$ cat config.mk
export PLATFORM = sky130hd
export DESIGN_NAME = stepper_phase_seq
export DESIGN_NICKNAME = d
export VERILOG_FILES = /design/src/rtl/phase_seq_pkg.sv /design/src/rtl/step_rise_sync.sv /design/src/rtl/phase_position_ctr.sv /design/src/rtl/coil_pattern_gen.sv /design/src/rtl/coil_output_sel.sv /design/src/rtl/stepper_phase_seq.sv
export SDC_FILE = /design/constraint.sdc
export NUM_CORES = 1
export LEC_CHECK = 0
export ABC_CLOCK_PERIOD_IN_PS = 4400
export CAP_MARGIN = 10
export CORE_UTILIZATION = 45
export CTS_BUF_LIST = sky130_fd_sc_hd__clkbuf_8
export DETAILED_ROUTE_END_ITERATION = 10
export DONT_BUFFER_PORTS = 1
export SLEW_MARGIN = 20
export SYNTH_ARGS = -nofsm -noshare
export SYNTH_HDL_FRONTEND = slang
export SYNTH_SLANG_ARGS = --single-unit
$ cat constraint.sdc
create_clock -name clk_i -period 4.4 [get_ports clk_i]
set_input_delay 0.88 -clock clk_i [delete_from_list [all_inputs] [get_ports clk_i]]
set_output_delay 0.88 -clock clk_i [all_outputs]
set_load 0.03 [all_outputs]
$ cat src/rtl/phase_seq_pkg.sv
package phase_seq_pkg;

   typedef enum logic [1:0] {
      DRV_WAVE   = 2'd0,
      DRV_FULL   = 2'd1,
      DRV_HALF   = 2'd2,
      DRV_DIRECT = 2'd3
   } drive_mode_e;

endpackage

$ cat src/rtl/step_rise_sync.sv
module step_rise_sync #(
   parameter int unsigned SYNC_STAGES = 2
) (
   input  logic clk_i,
   input  logic rst_ni,
   input  logic step_i,
   output logic rise_o
);

   logic [SYNC_STAGES:0] chain;
   logic                 prev_q;

   assign chain[0] = step_i;

   for (genvar s = 0; s < SYNC_STAGES; s++) begin : g_stage
      always_ff @(posedge clk_i) begin
         if (!rst_ni) chain[s+1] <= 1'b0;
         else         chain[s+1] <= chain[s];
      end
   end

   always_ff @(posedge clk_i) begin
      if (!rst_ni) prev_q <= 1'b0;
      else         prev_q <= chain[SYNC_STAGES];
   end

   assign rise_o = chain[SYNC_STAGES] & ~prev_q;

   // A held pulse must not produce back-to-back advances
   assert_single_advance_R2: assert property (@(posedge clk_i) disable iff (!rst_ni)
      rise_o |=> !rise_o);

endmodule

$ cat src/rtl/phase_position_ctr.sv
module phase_position_ctr
   import phase_seq_pkg::*;
#(
   parameter int unsigned COIL_W = 4,
   parameter int unsigned IDX_W  = $clog2(2 * COIL_W)
) (
   input  logic              clk_i,
   input  logic              rst_ni,
   input  logic              adv_i,
   input  logic              dir_up_i,
   input  drive_mode_e       mode_i,
   output logic [IDX_W-1:0]  pos_o
);

   logic [IDX_W-1:0] idx_q;
   logic [IDX_W-1:0] idx_d;
   logic [IDX_W-1:0] len_m1;
   logic [IDX_W-1:0] pos;

   always_comb begin
      len_m1 = (mode_i == DRV_HALF) ? IDX_W'(2 * COIL_W - 1) : IDX_W'(COIL_W - 1);
      // A raw index left over from half step is folded into the shorter range
      pos    = (idx_q > len_m1) ? idx_q - len_m1 - IDX_W'(1) : idx_q;
      idx_d  = idx_q;
      if (adv_i && (mode_i != DRV_DIRECT)) begin
         if (dir_up_i) idx_d = (pos == len_m1) ? '0 : pos + IDX_W'(1);
         else          idx_d = (pos == '0) ? len_m1 : pos - IDX_W'(1);
      end
   end

   always_ff @(posedge clk_i) begin
      if (!rst_ni) idx_q <= '0;
      else         idx_q <= idx_d;
   end

   assign pos_o = pos;

   assert_reset_zero_R1: assert property (@(posedge clk_i)
      !rst_ni |=> (idx_q == '0));

   assert_hold_no_step_R2: assert property (@(posedge clk_i) disable iff (!rst_ni)
      !adv_i |=> $stable(idx_q));

   assert_up_wrap_R3: assert property (@(posedge clk_i) disable iff (!rst_ni)
      (adv_i && dir_up_i && (mode_i != DRV_DIRECT) && (pos == len_m1)) |=> (idx_q == '0));

   assert_down_wrap_R3: assert property (@(posedge clk_i) disable iff (!rst_ni)
      (adv_i && !dir_up_i && (mode_i != DRV_DIRECT) && (pos == '0)) |=> (idx_q == $past(len_m1)));

   assert_direct_hold_R7: assert property (@(posedge clk_i) disable iff (!rst_ni)
      (mode_i == DRV_DIRECT) |=> $stable(idx_q));

endmodule

$ cat src/rtl/coil_pattern_gen.sv
module coil_pattern_gen
   import phase_seq_pkg::*;
#(
   parameter int unsigned COIL_W = 4,
   parameter int unsigned IDX_W  = $clog2(2 * COIL_W)
) (
   input  logic              clk_i,
   input  logic              rst_ni,
   input  drive_mode_e       mode_i,
   input  logic [IDX_W-1:0]  pos_i,
   output logic [COIL_W-1:0] wave_o,
   output logic [COIL_W-1:0] full_o,
   output logic [COIL_W-1:0] half_o
);

   // Coil c leads at position K_A and trails its neighbour at position K_B
   for (genvar c = 0; c < COIL_W; c++) begin : g_coil
      localparam int unsigned K_A = COIL_W - 1 - c;
      localparam int unsigned K_B = (2 * COIL_W - 2 - c) % COIL_W;

      assign wave_o[c] = (pos_i == IDX_W'(K_A));
      assign full_o[c] = (pos_i == IDX_W'(K_A)) || (pos_i == IDX_W'(K_B));
      assign half_o[c] = (pos_i == IDX_W'(2 * K_A))     ||
                         (pos_i == IDX_W'(2 * K_A + 1)) ||
                         (pos_i == IDX_W'(2 * K_B + 1));
   end

   assert_wave_single_R4: assert property (@(posedge clk_i) disable iff (!rst_ni)
      (mode_i == DRV_WAVE) |-> ($countones(wave_o) == 1));

   assert_full_pair_R5: assert property (@(posedge clk_i) disable iff (!rst_ni)
      (mode_i == DRV_FULL) |-> ($countones(full_o) == 2));

   assert_half_count_R6: assert property (@(posedge clk_i) disable iff (!rst_ni)
      (mode_i == DRV_HALF) |-> (($countones(half_o) == 1) || ($countones(half_o) == 2)));

endmodule

$ cat src/rtl/coil_output_sel.sv
module coil_output_sel
   import phase_seq_pkg::*;
#(
   parameter int unsigned COIL_W  = 4,
   parameter bit          OUT_REG = 1'b1
) (
   input  logic              clk_i,
   input  logic              rst_ni,
   input  drive_mode_e       mode_i,
   input  logic [COIL_W-1:0] wave_i,
   input  logic [COIL_W-1:0] full_i,
   input  logic [COIL_W-1:0] half_i,
   input  logic [COIL_W-1:0] direct_i,
   output logic [COIL_W-1:0] coil_o
);

   logic [COIL_W-1:0] sel_d;

   always_comb begin
      case (mode_i)
         DRV_WAVE:   sel_d = wave_i;
         DRV_FULL:   sel_d = full_i;
         DRV_HALF:   sel_d = half_i;
         DRV_DIRECT: sel_d = direct_i;
         default:    sel_d = '0;
      endcase
   end

   if (OUT_REG) begin : g_reg
      logic [COIL_W-1:0] coil_q;

      always_ff @(posedge clk_i) begin
         if (!rst_ni) coil_q <= '0;
         else         coil_q <= sel_d;
      end

      assign coil_o = coil_q;

      assert_reset_off_R1: assert property (@(posedge clk_i)
         !rst_ni |=> (coil_o == '0));

      assert_direct_follow_R7: assert property (@(posedge clk_i) disable iff (!rst_ni)
         (mode_i == DRV_DIRECT) |=> (coil_o == $past(direct_i)));
   end else begin : g_comb
      assign coil_o = rst_ni ? sel_d : '0;
   end

endmodule

$ cat src/rtl/stepper_phase_seq.sv
module stepper_phase_seq
   import phase_seq_pkg::*;
#(
   parameter int unsigned COIL_W      = 4,
   parameter int unsigned SYNC_STAGES = 2,
   parameter bit          OUT_REG     = 1'b1
) (
   input  logic              clk_i,
   input  logic              rst_ni,
   input  logic              step_i,
   input  logic              dir_up_i,
   input  logic [1:0]        mode_i,
   input  logic [COIL_W-1:0] direct_i,
   output logic [COIL_W-1:0] coil_o
);

   localparam int unsigned IDX_W = $clog2(2 * COIL_W);

   if (COIL_W < 3) begin : g_bad_coils
      $error("stepper_phase_seq: COIL_W must be at least 3");
   end
   if (SYNC_STAGES > 4) begin : g_bad_sync
      $error("stepper_phase_seq: SYNC_STAGES must not exceed 4");
   end

   drive_mode_e       mode;
   logic              adv;
   logic [IDX_W-1:0]  pos;
   logic [COIL_W-1:0] wave_pat;
   logic [COIL_W-1:0] full_pat;
   logic [COIL_W-1:0] half_pat;

   assign mode = drive_mode_e'(mode_i);

   step_rise_sync #(
      .SYNC_STAGES (SYNC_STAGES)
   ) u_rise (
      .clk_i  (clk_i),
      .rst_ni (rst_ni),
      .step_i (step_i),
      .rise_o (adv)
   );

   phase_position_ctr #(
      .COIL_W (COIL_W),
      .IDX_W  (IDX_W)
   ) u_ctr (
      .clk_i    (clk_i),
      .rst_ni   (rst_ni),
      .adv_i    (adv),
      .dir_up_i (dir_up_i),
      .mode_i   (mode),
      .pos_o    (pos)
   );

   coil_pattern_gen #(
      .COIL_W (COIL_W),
      .IDX_W  (IDX_W)
   ) u_pat (
      .clk_i  (clk_i),
      .rst_ni (rst_ni),
      .mode_i (mode),
      .pos_i  (pos),
      .wave_o (wave_pat),
      .full_o (full_pat),
      .half_o (half_pat)
   );

   coil_output_sel #(
      .COIL_W  (COIL_W),
      .OUT_REG (OUT_REG)
   ) u_sel (
      .clk_i    (clk_i),
      .rst_ni   (rst_ni),
      .mode_i   (mode),
      .wave_i   (wave_pat),
      .full_i   (full_pat),
      .half_i   (half_pat),
      .direct_i (direct_i),
      .coil_o   (coil_o)
   );

endmodule

==> results of run 1 <==
==> logic make-up (layout without fill, tap and decap cells) <==
| family | Yosys count | in the layout | synth area share [%] |
|---|---|---|---|
| AO/OA/AOI/OAI | 30 | 30 | 32.49 |
| XOR/XNOR | 1 | 1 | 1.185 |
| adder cells (fa/ha/maj) | 7 | 7 | 11.84 |
| buffers and inverters | 10 | 11 | 5.753 |
| flip-flops | 10 | 10 | 27.07 |
| multiplexers | 1 | 1 | 1.354 |
| AND/OR/NAND/NOR | 27 | 27 | 20.30 |
==> cell usage in the layout, fill, tap and decap left out, types with 3 or more instances in the layout <==
master | synthesis | final
inv_1 | 6 | 6
and2_1 | 3 | 3
clkbuf_8 | 0 | 4
nor2_1 | 5 | 5
ha_1 | 7 | 7
a21oi_1 | 5 | 5
a31o_2 | 3 | 3
nor3_1 | 4 | 4
nand2_1 | 4 | 4
o21ai_0 | 4 | 4
dfxtp_1 | 10 | 10
==> worst paths after layout <==
path	cells past startpoint	endpoint	slack, ns
setup / recovery	10	u_sel.coil_o[0]	1.72
hold / removal	1	u_rise.chain[2]	0.43
setup reg to reg	8	u_sel.coil_o[0]	2.22
hold reg to reg	1	u_rise.chain[2]	0.43
==> worst max-delay path: stages <==
cell	delay, ns
and2b_1	0.22
inv_1	0.08
ha_1	0.29
nand2b_1	0.19
a22oi_4	0.29
inv_4	0.10
ha_1	0.19
nor2_1	0.18
o21ai_0	0.12
a31o_2	0.25
==> area by class of cell <==
class	instances	area (µm²)
clock buffers	4	55.05
fillers	142	723.2
inverters	7	28.78
multi-input cells	66	496.7
well taps	16	20.02
flip-flops and latches	10	200.2
==> flip-flops by register name, indices dropped and copies added, names as in the netlist <==
name / cells
u_sel.coil_o: 4
u_ctr.idx_q: 3
u_rise.prev_q: 1
u_rise.chain: 2
==> per-stage QoR <==
step	instance area (µm²)	utilization, %	instances
after global routing	800.8	52.55	103
after global placement	745.7	48.93	99
after detailed placement	745.7	48.93	99
after floorplan	739.5	-	86
after CTS	800.8	52.55	103
final	800.8	52.55	103
==> layer usage <==
layer / vias up / track usage [%] / part of all wire [%]
met2: 12 / 27.69 / 44
met1: 288 / 23.50 / 52
met3: 0 / 6.897 / 4.0
met5: - / 0 / 0
li1: 316 / - / -
met4: 0 / 1.875 / 0
==> power by group <==
part | leakage [nW] | total, W | switching [W] | internal (W)
clock network | 0.0288 | 0.000115 | 0.0000366 | 0.0000787
logic | 0.244 | 0.0000358 | 0.0000186 | 0.0000173
registers | 0.0824 | 0.000106 | 0.00000964 | 0.0000963
total | 0.355 | 0.000257 | 0.0000648 | 0.000192
==> impl_results.md, run 1 <==
* Clock Path Buffers at 2
* CTS buffer count at 3
* Max_cap viols at 0
* # IOs at 14
* DIE AREA at 1809 µm²
* Initial antenna violation count at 0
* H-tree depth at 1
* 1st-iter DRT viols at 23
* Final hold slack at 0.4314 ns
* Die width at 42.54 µm
* Worst Clk Skew at 0.004856 ns
* CP Class: input port to flop
* Die Y-Extent at 42.54 µm
* FFs w/ async S/R, synth at 0%
* Post-CTS Setup Bufs at 0
* Max frequency at 0.3732 GHz
* Outcome: completed
* Hold Path Class: flop to flop
* Critical path arrival at 2.81 ns
* Vias in the first global route at 565
* Initial Util at 48.52%
* Total power at 0.0002571 W
* Nets at 105
* Number of synthesized flops with an enable pin at 0
* Cell Rows at 14
* DRT antenna net count at 0
* Setup crit start kind: input port
* PwrDens at 321.1 nW/µm²
* CP Max Fanout at 11
* Reg-to-reg startpoint: u_ctr.idx_q[2]
* Resized cells post-CTS at 0
* Sequential element share of the synthesized area at 27.07%
* Root Driver: clkbuf_8
* CTS hold repair buffers at 0
* DP Wirelength at 1060 µm
* Peak supply drop at 0.0002261 V
* # clock sinks at 10
* Final wirelength at 1459 µm
* Synth unique cells at 38
* LEAKAGE at 0.3550 nW
* Syn. warnings at 0
* Worst setup margin at 1.721 ns
* #FFs+latches synth at 10
* Period utilization at 60.89%
* Post-synth top area share at 27.07%
* Setup violations, final at 0
* Via count at 616
* CTS tree: yes
* First-pass GRT wire length at 2442 µm
* Pre-CTS WS at 1.518 ns
* Tot GR Track Use at 17.61%
* Top_reg_cell synth: dfxtp_1
* Antenna cells at 0
* Area contributors post-synth: dfxtp_1, ha_1, a31o_2, a21oi_1, inv_1
* Layout cells sized above 1 at 12.64%
* Period minus WS final at 2.679 ns
* Syn_nets at 103
* Routed len/inst at 14.17 µm
* Area overhead of the layout relative to synthesis at 8.291%
* Largest net degree at the start of global routing at 17
* # DRC at 0
* Top cells by count, synth: dfxtp_1, ha_1, inv_1, a21oi_1, nor2_1
* Final Max Slew Viols at 0
* Clk slew on worst S/H paths at 0.05 ns
* Final GP Congestion at 0.8221
* Vias per inst at 5.981
* TNS Setup at 0 ns
* Gr ovfl total at 0
* Worst slew pin tran at 0.3204 ns
* Worst Hold Launch: u_rise.chain[1]
* Count leader, synth: dfxtp_1
* Syn_area_per_cell at 8.598 µm²
* IO buf count at 0
* Syn Std Cell Area at 739.5 µm²
* Core Area at 1524 µm²
* Worst Setup SP: mode_i[0]
* Unrepaired setup endpoints after global routing: false
* WP data required at 4.53 ns
* Clk_lat worst skew at 0.24 ns
* Relative slew slack at 78.64%
* Drt pass-1 iters at 4
* Top cell type by total area after synthesis: dfxtp_1
* Mapped Cells at 86
* Fin. Hold Viols at 0
* CP Capture Type: flop
Note: power is estimated with default switching activity, not from simulation.
==> run 2: changes to the inputs <==
Settings changed: ABC_CLOCK_PERIOD_IN_PS 4400 to 2200.
Clock period 4.4 ns to 2.2 ns, I/O delays scaled along.
==> run 2 against run 1 <==
Sequential share of layout area fell by 0.90 points. Final area is 3.8% higher. Non-clock buffer count is 3 higher. Clock-buffer cell count did not move. Register-to-register slack got worse by 1.9 ns. Highest routed layer is now met4.
==> impl_results.md, run 2 (synthesis results as in run 1) <==
* Resized cells post-CTS at 0
* Outcome: completed
* Worst Clk Skew at 0.005410 ns
* Layout cells sized above 1 at 16.67%
* Setup crit start kind: input port
* Unrepaired setup endpoints after global routing: false
* Clk slew on worst S/H paths at 0.05 ns
* Worst path cell trace: and2b_1, inv_1, ha_1, nor2b_2, a22oi_4, inv_4, ha_1, nand2_1, a31o_2, a31oi_1
* # IOs at 14
* Antenna cells at 0
* CP Capture Type: flop
* Via count at 629
* Peak supply drop at 0.0004414 V
* Clock Path Buffers at 2
* Clk_lat worst skew at 0.25 ns
* CP Max Fanout at 11
* Nets at 108
* Initial antenna violation count at 0
* Largest stage delay on the critical path at 0.30 ns
* Die Y-Extent at 42.54 µm
* WP data required at 2.37 ns
* Root Driver: clkbuf_8
* CTS tree: yes
* Largest net degree at the start of global routing at 17
* H-tree depth at 1
* IO buf count at 0
* CP Class: input port to flop
* Most frequent cells in the layout: dfxtp_1, ha_1, inv_1
* Die width at 42.54 µm
* Worst slew pin tran at 0.3254 ns
* # clock sinks at 10
* Cell mode on critical path: ha_1
* Fillers at 150
* Critical path arrival at 2.09 ns
* # DRC at 0
* Max reg flops at 4
* DIE AREA at 1809 µm²
* DRT antenna net count at 0
* 1st-iter DRT viols at 9
* Relative slew slack at 78.31%
* TNS Setup at 0 ns
* Vias in the first global route at 594
* Placement Cell Area at 775.7 µm²
* Final wirelength at 1527 µm
* Final hold slack at 0.3152 ns
* Drt pass-1 iters at 2
* Post-CTS Setup Bufs at 0
* CTS hold repair buffers at 0
* Cell Rows at 14
* CTS buffer count at 3
* First-pass GRT wire length at 2504 µm
* Period utilization at 87.27%
* Max frequency at 0.5208 GHz
* Gr ovfl total at 0
* Final GP Congestion at 0.7628
* Core Area at 1524 µm²
* Final Max Slew Viols at 0
* Setup violations, final at 0
* Tot GR Track Use at 18.78%
* Vias per inst at 5.934
* Routed len/inst at 14.41 µm
* Area overhead of the layout relative to synthesis at 12.35%
* Fin. Hold Viols at 0
* Slowest CP cell: ha_1
* LEAKAGE at 0.3818 nW
* DP Wirelength at 1150 µm
* Cell area after layout at 830.8 µm²
* Period minus WS final at 1.920 ns
* Max_cap viols at 0
* Most common cell after layout, fill and taps aside: dfxtp_1
* Hold Path Class: input port to flop
* PwrDens at 638.0 nW/µm²
* Initial Util at 48.52%
run 2: changes by cell type in the layout (fill, tap and decap cells not counted), sizes merged:
cell and delta:
buf +3
run 2: routing by layer:
metal	track usage (%)	wire length [µm]
met5	0	0
met4	10.63	22
met3	7.328	78
met2	28.31	684
met1	22.51	741
run 2: cell type report:
cell class,count,area [µm²],area share [%]
Clock buffer,4,55.05,6.627
Inverter,7,28.78,3.464
Multi-Input combinational cell,66,504.2,60.69
Sequential cell,10,200.2,24.10
Tap cell,16,20.02,2.410
Timing Repair Buffer,3,22.52,2.711
run 2: final timing paths:
path,slack [ns],depth (start not counted),start,endpoint
worst max-delay path,0.28,10,mode_i[0],u_ctr.idx_q[2]
worst min-delay path,0.32,1,rst_ni,u_rise.chain[2]
worst max register to register,0.30,8,u_ctr.idx_q[0],u_ctr.idx_q[2]
worst min register to register,0.43,1,u_rise.chain[1],u_rise.chain[2]
run 2: power breakdown:
group | leakage, nW | total (W) | internal [W] | switching, W
clock network | 0.0288 | 0.000239 | 0.000158 | 0.0000811
logic | 0.271 | 0.0000786 | 0.0000405 | 0.0000381
registers | 0.0824 | 0.000212 | 0.000193 | 0.0000198
total | 0.382 | 0.000530 | 0.000391 | 0.000139
run 2: worst max-delay path: cells and delay by family:
family	cells	cell delay (ns)
AO/OA/AOI/OAI	3	0.56
adder cells (fa/ha/maj)	2	0.56
buffers and inverters	2	0.11
AND/OR/NAND/NOR	3	0.41
run 2: stage by stage:
stage | total power (W) | cells | utilization [%] | setup WS, ns
after floorplan | 0.0002830 | 86 | - | 0.02052
after global placement | 0.0002935 | 102 | 50.90 | 0.06060
after detailed placement | 0.0002943 | 102 | 50.90 | 0.03471
after CTS | 0.0005355 | 106 | 54.52 | 0.2852
after global routing | 0.0005498 | 106 | 54.52 | 0.1419
final | 0.0005301 | 106 | 54.52 | 0.2800
